==> src/rtl/rs_enc_pkg.sv <==
package rs_enc_pkg;
    localparam int SYM_W      = 8;
    localparam int NPAR       = 32;
    localparam int NINFO      = 223;
    localparam int IL_MAX_DEF = 5;
    localparam logic [SYM_W-1:0] FIELD_LOW = 8'h87;

    typedef enum logic [1:0] {S_IDLE, S_DATA, S_CHECK} enc_state_t;

    function automatic logic [SYM_W-1:0] gf_xtime(input logic [SYM_W-1:0] a);
        return {a[SYM_W-2:0], 1'b0} ^ (a[SYM_W-1] ? FIELD_LOW : '0);
    endfunction

    function automatic logic [SYM_W-1:0] gf_mul(input logic [SYM_W-1:0] a,
                                                input logic [SYM_W-1:0] b);
        logic [SYM_W-1:0] r;
        r = '0;
        for (int i = SYM_W-1; i >= 0; i--) begin
            r = gf_xtime(r);
            if (b[i]) r = r ^ a;
        end
        return r;
    endfunction

    // Low NPAR coefficients of the monic generator with roots alpha^0..alpha^(NPAR-1)
    function automatic logic [NPAR*SYM_W-1:0] gen_coefs();
        logic [SYM_W-1:0] g [NPAR+1];
        logic [SYM_W-1:0] root;
        logic [NPAR*SYM_W-1:0] res;
        for (int i = 0; i <= NPAR; i++) g[i] = '0;
        g[0] = 8'h01;
        root = 8'h01;
        for (int j = 0; j < NPAR; j++) begin
            for (int i = NPAR; i >= 1; i--) g[i] = g[i-1] ^ gf_mul(g[i], root);
            g[0] = gf_mul(g[0], root);
            root = gf_xtime(root);
        end
        for (int i = 0; i < NPAR; i++) res[i*SYM_W +: SYM_W] = g[i];
        return res;
    endfunction
endpackage

==> src/rtl/rs_serial_mul.sv <==
module rs_serial_mul
    import rs_enc_pkg::*;
#(
    parameter logic [SYM_W-1:0] COEF = 8'h01
) (
    input  logic             clk,
    input  logic             rst_n,
    input  logic             step,
    input  logic             first,
    input  logic             fbit,
    output logic [SYM_W-1:0] prod_next
);
    logic [SYM_W-1:0] acc_q;
    logic [SYM_W-1:0] base;

    // Horner step, feedback bits MSB first: acc = acc*alpha + bit*COEF
    always_comb begin
        base      = first ? '0 : acc_q;
        prod_next = gf_xtime(base) ^ (fbit ? COEF : '0);
    end

    always_ff @(posedge clk) begin
        if (!rst_n)    acc_q <= '0;
        else if (step) acc_q <= prod_next;
    end
endmodule

==> src/rtl/rs_check_store.sv <==
module rs_check_store
    import rs_enc_pkg::*;
#(
    parameter int BANKS = 5,
    parameter int SEL_W = 3
) (
    input  logic                  clk,
    input  logic                  rst_n,
    input  logic [SEL_W-1:0]      sel,
    input  logic                  upd,
    input  logic                  shift,
    input  logic [NPAR*SYM_W-1:0] prod,
    output logic [SYM_W-1:0]      top_sym
);
    logic [BANKS-1:0][SYM_W-1:0] tops;

    for (genvar gb = 0; gb < BANKS; gb++) begin : g_bank
        logic [SYM_W-1:0] regs [NPAR];
        logic             hit;
        assign hit = (sel == SEL_W'(gb));

        always_ff @(posedge clk) begin
            if (!rst_n) begin
                for (int i = 0; i < NPAR; i++) regs[i] <= '0;
            end else if (hit && upd) begin
                regs[0] <= prod[0 +: SYM_W];
                for (int i = 1; i < NPAR; i++)
                    regs[i] <= regs[i-1] ^ prod[i*SYM_W +: SYM_W];
            end else if (hit && shift) begin
                regs[0] <= '0;
                for (int i = 1; i < NPAR; i++) regs[i] <= regs[i-1];
            end
        end

        assign tops[gb] = regs[NPAR-1];
    end

    assign top_sym = tops[sel];
endmodule

==> src/rtl/rs_il_encoder.sv <==
module rs_il_encoder
    import rs_enc_pkg::*;
#(
    parameter int INTERLEAVE_MAX = IL_MAX_DEF
) (
    input  logic       clk,
    input  logic       rst_n,
    input  logic       in_valid,
    input  logic [7:0] in_byte,
    output logic       in_ready,
    input  logic [2:0] depth,
    output logic       ser_valid,
    output logic       ser_bit,
    output logic       ser_check,
    output logic       ser_last
);
    localparam int SEL_W = (INTERLEAVE_MAX > 1) ? $clog2(INTERLEAVE_MAX) : 1;
    localparam int RND_W = $clog2(NINFO);
    localparam int BIT_W = $clog2(SYM_W);
    localparam logic [NPAR*SYM_W-1:0] GEN = gen_coefs();

    enc_state_t       st_q, st_d;
    logic [BIT_W-1:0] bitc_q;
    logic [SYM_W-1:0] data_q;
    logic [SEL_W-1:0] cw_q, dep_q;
    logic [RND_W-1:0] rnd_q;
    logic [SYM_W-1:0] top_sym;
    logic [NPAR*SYM_W-1:0] prod;
    logic accept, bit_last, cw_wrap, info_done, chk_done, block_start;
    logic fbit, step, first, upd, shift;
    logic [BIT_W-1:0] bsel;

    function automatic logic [SEL_W-1:0] depth_to_last(input logic [2:0] d);
        if (d == 3'd0)                    return '0;
        else if (int'(d) > INTERLEAVE_MAX) return SEL_W'(INTERLEAVE_MAX - 1);
        else                               return SEL_W'(int'(d) - 1);
    endfunction

    assign bsel        = BIT_W'(SYM_W - 1) - bitc_q;
    assign bit_last    = (bitc_q == BIT_W'(SYM_W - 1));
    assign cw_wrap     = (cw_q == dep_q);
    assign info_done   = cw_wrap && (rnd_q == RND_W'(NINFO - 1));
    assign chk_done    = cw_wrap && (rnd_q == RND_W'(NPAR - 1));
    assign block_start = (st_q == S_IDLE) && (cw_q == '0) && (rnd_q == '0);
    assign accept      = in_valid && in_ready;

    // Datapath controls
    assign step  = (st_q == S_DATA);
    assign first = (bitc_q == '0);
    assign fbit  = data_q[bsel] ^ top_sym[bsel];
    assign upd   = (st_q == S_DATA) && bit_last;
    assign shift = (st_q == S_CHECK) && bit_last;

    for (genvar gi = 0; gi < NPAR; gi++) begin : g_mul
        rs_serial_mul #(.COEF(GEN[gi*SYM_W +: SYM_W])) u_mul (
            .clk       (clk),
            .rst_n     (rst_n),
            .step      (step),
            .first     (first),
            .fbit      (fbit),
            .prod_next (prod[gi*SYM_W +: SYM_W])
        );
    end

    rs_check_store #(.BANKS(INTERLEAVE_MAX), .SEL_W(SEL_W)) u_store (
        .clk     (clk),
        .rst_n   (rst_n),
        .sel     (cw_q),
        .upd     (upd),
        .shift   (shift),
        .prod    (prod),
        .top_sym (top_sym)
    );

    // Next state
    always_comb begin
        st_d = st_q;
        unique case (st_q)
            S_IDLE:  if (accept) st_d = S_DATA;
            S_DATA:  if (bit_last) begin
                         if (info_done)   st_d = S_CHECK;
                         else if (accept) st_d = S_DATA;
                         else             st_d = S_IDLE;
                     end
            S_CHECK: if (bit_last && chk_done) st_d = S_IDLE;
            default: st_d = S_IDLE;
        endcase
    end

    // State register
    always_ff @(posedge clk) begin
        if (!rst_n) st_q <= S_IDLE;
        else        st_q <= st_d;
    end

    // Counters and byte latch
    always_ff @(posedge clk) begin
        if (!rst_n) begin
            bitc_q <= '0;
            data_q <= '0;
            cw_q   <= '0;
            rnd_q  <= '0;
            dep_q  <= '0;
        end else begin
            if (accept) data_q <= in_byte;
            if (accept && block_start) dep_q <= depth_to_last(depth);
            if (st_q != S_IDLE) bitc_q <= bitc_q + 1'b1;
            if (st_q != S_IDLE && bit_last) begin
                if (cw_wrap) begin
                    cw_q <= '0;
                    if ((st_q == S_DATA && info_done) || (st_q == S_CHECK && chk_done))
                        rnd_q <= '0;
                    else
                        rnd_q <= rnd_q + 1'b1;
                end else begin
                    cw_q <= cw_q + 1'b1;
                end
            end
        end
    end

    // Outputs
    always_comb begin
        in_ready  = 1'b0;
        ser_valid = 1'b0;
        ser_bit   = 1'b0;
        ser_check = 1'b0;
        ser_last  = 1'b0;
        unique case (st_q)
            S_IDLE:  in_ready = 1'b1;
            S_DATA:  begin
                         in_ready  = bit_last && !info_done;
                         ser_valid = 1'b1;
                         ser_bit   = data_q[bsel];
                     end
            S_CHECK: begin
                         ser_valid = 1'b1;
                         ser_check = 1'b1;
                         ser_bit   = top_sym[bsel];
                         ser_last  = bit_last && chk_done;
                     end
            default: ;
        endcase
    end
endmodule

==> config.mk <==
export PLATFORM = sky130hd
export DESIGN_NAME = rs_il_encoder
export DESIGN_NICKNAME = d
export VERILOG_FILES = /design/src/rtl/rs_enc_pkg.sv /design/src/rtl/rs_serial_mul.sv /design/src/rtl/rs_check_store.sv /design/src/rtl/rs_il_encoder.sv
export SDC_FILE = /design/constraint.sdc
export NUM_CORES = 2
export LEC_CHECK = 0
export BUFFER_PORTS_ARGS = -buffer_cell sky130_fd_sc_hd__buf_2
export CAP_MARGIN = 30
export CORE_MARGIN = 8
export CORE_UTILIZATION = 35
export CTS_CLUSTER_SIZE = 14
export DETAILED_ROUTE_END_ITERATION = 12
export HOLD_SLACK_MARGIN = 0.08
export PLACE_DENSITY = 0.63
export SLEW_MARGIN = 20
export SYNTH_ARGS = -nofsm -noshare
export SYNTH_HDL_FRONTEND = slang
export SYNTH_SLANG_ARGS = --single-unit
==> constraint.sdc <==
create_clock -name clk -period 12.2 [get_ports clk]
set_clock_uncertainty 0.1 [all_clocks]
set_input_delay 1.83 -clock clk [delete_from_list [all_inputs] [get_ports clk]]
set_output_delay 1.83 -clock clk [all_outputs]
set_load 0.02 [all_outputs]
==> metrics.yaml <==
outcome: "finished, final reports clean"
track_usage: 0.173
clock_sinks: 1563
routed_wl_um: 217000
placed_cell_area_mm2: 0.0805
path_cells: "nand2b_1, o21ai_0, o22ai_1, o211ai_1, o311a_4, a22oi_1, nor2b_1, buf_2"
ant_nets: 0
drc: 0
cp-start-kind: "register"
cpPeakStageDelay_ps: 840
antenna_found_initial: 3
worstMarginPinSlew_ps: 1330
clk_latency_ps: 810
viasPerCell: 5.75
syn_nets: 7601
period_minus_slack_ps: 5620
drt_iter0_markers: 5701
ir_drop_mv: 0.156
period_share: 0.461
syn_area_mm2: 0.0784
drv_cap: 0
synthesis.instances: 7570
grt_max_degree: 222
cts_tree: "yes"
wl_per_cell_um: 21.1
gp_congestion: 0.790
stdcell_area_mm2: 0.0858
finalSetupTns_ps: 0
max_clock_freq_mhz: 178
crit_fanout: 21
synth_cell_type_count: 55
ys_warn_count: 0
rsz0062_at_grt: "false"
drive_gt1_frac: 0.0581
synthArstFlopShare: 0
rows: 173
dieArea_mm2: 0.239
clk_pin_slew_ps: 60
fin_nets: 7159
cp_num_buf_inv: 1
die_x_um: 489
synth-edff-count: 1280
final_hold_viol_count: 0
worstSetupPathType: "register to output pin"
drt_pre_antenna_iters: 9
grt_pass1_vias: 56800
hold_class: "register to register"
synth_top_flop_cell: "edfxtp_1"
hold_buffers: 0
core_area_mm2: 0.223
crit_required_ps: 10270
cp_top_family: "compound AO/OA/AOI/OAI gates"
grt_pass1_wl_um: 332000
power.density_mw_per_mm2: 157
yosys_register_bits: 1563
finalMaxSlewViolations: 0
fp.dieH_um: 489
fillers: 21400
max_slew_margin: 0.114
leakage_nw: 29.6
cts_setup_buffers: 0
area_growth_pct: 9.40
overflow: 0
syn_avg_cell_area_um2: 10.4
crit_arrival_ps: 3690
dp_hpwl_um: 117000
cts_resized: 0
finalSetupViolations: 0
h-tree-depth: 4
final_common_cell: "edfxtp_1"
port_buffers: 18
final_cell_mix: "1280 x edfxtp_1, 1231 x o21ai_0, 832 x a21oi_1, 769 x nand2_1, 560 x or3_1"
initial_utilization: 0.352
vias: 58900
io_pins: 19
cts_made_buffers: 160
ys_seq_area_frac: 0.562
slowest_stage: "dfxtp_1"
crit_path_end_kind: "output pin"
cts_buffer_depth: 3
clock-root-buffer: "clkbuf_16"
==> report_power, final <==
group | internal (mW) | switching (mW)
Combinational | 0.784 | 1.29
Clock | 2.78 | 2.17
Sequential | 6.20 | 0.224
Total | 9.77 | 3.69
==> registers in the layout (all words and copies together), names as in the netlist <==
signal               flops
bitc_q                   3
cw_q                     3
data_q                   8
dep_q                    3
g_mul.u_mul.acc_q      256
rnd_q                    8
st_q                     2
u_store.g_bank.regs   1280
==> final cells by class <==
cell class | count | area [um^2] | share of cell area
Sequential cell | 1563 | 44100 | 0.514
Multi-Input combinational cell | 5276 | 31600 | 0.368
Clock buffer | 220 | 4450 | 0.0519
Tap cell | 2975 | 3720 | 0.0434
Timing Repair Buffer | 109 | 1110 | 0.0130
Clock inverter | 80 | 737 | 0.00859
Inverter | 18 | 82.6 | 0.000962
Antenna cell | 1 | 2.50 | 0.0000292
==> worst min-delay path, delay by kind of cell, from the launching register on <==
| kind | cells | cell delay, ps |
|---|---|---|
| AND/OR/NAND/NOR | 1 | 60 |
| AO/OA/AOI/OAI | 1 | 50 |
| flip-flops | 1 | 310 |
==> stage by stage <==
stage                util  total power, mW  hold WS, ps  std cells  setup slack [ps]
finish              0.386             13.5          366      10200              6580
CTS                 0.385             13.5          368      10200              6280
floorplan               -             8.11          344       7570               594
detailed placement  0.362             8.60          358       9935              5850
global route        0.386             14.0          392      10200              6420
global placement    0.361             8.53          352       9929              5960
==> Yosys cell counts, types with 58 or more instances <==
cell type	number	area [um^2]
or3_1	560	3500
clkbuf_1	616	2310
mux2i_1	63	631
o31ai_1	360	2700
xnor3_1	131	2950
a21oi_1	832	4160
edfxtp_1	1280	38400
dfxtp_1	283	5670
a31oi_1	105	657
a22o_1	194	1700
o21ai_0	1237	6190
nand2_1	784	2940
and2_1	79	494
nand3_1	76	380
nor2_1	496	1860
xnor2_1	58	508
==> logic make-up after synthesis <==
group,share of synthesized area
flops,0.562
fa+ha+maj,0.00271
simple gates,0.125
buf+inv,0.0382
compound gates,0.205
mux,0.0109
xor+xnor,0.0557
==> metal layers <==
| layer | vias to the layer above | track usage | routed length, um |
|---|---|---|---|
| met5 | - | 0 | 0 |
| li1 | 27300 | - | - |
| met2 | 2176 | 0.295 | 104000 |
| met1 | 29000 | 0.224 | 92000 |
| met3 | 435 | 0.0278 | 14100 |
| met4 | 0 | 0.0624 | 6750 |
==> worst paths after layout <==
check	startpoint	to	cells after the start	slack (ps)
setup / recovery	cw_q[0]	ser_bit	8	6580
setup reg to reg	bitc_q[1]	u_store.g_bank[1].regs[10][3]	9	7000
hold / removal	g_mul[19].u_mul.acc_q[2]	g_mul[19].u_mul.acc_q[2]	2	370
hold reg to reg	g_mul[19].u_mul.acc_q[2]	g_mul[19].u_mul.acc_q[2]	2	370
(Power assumes the default switching activity.)
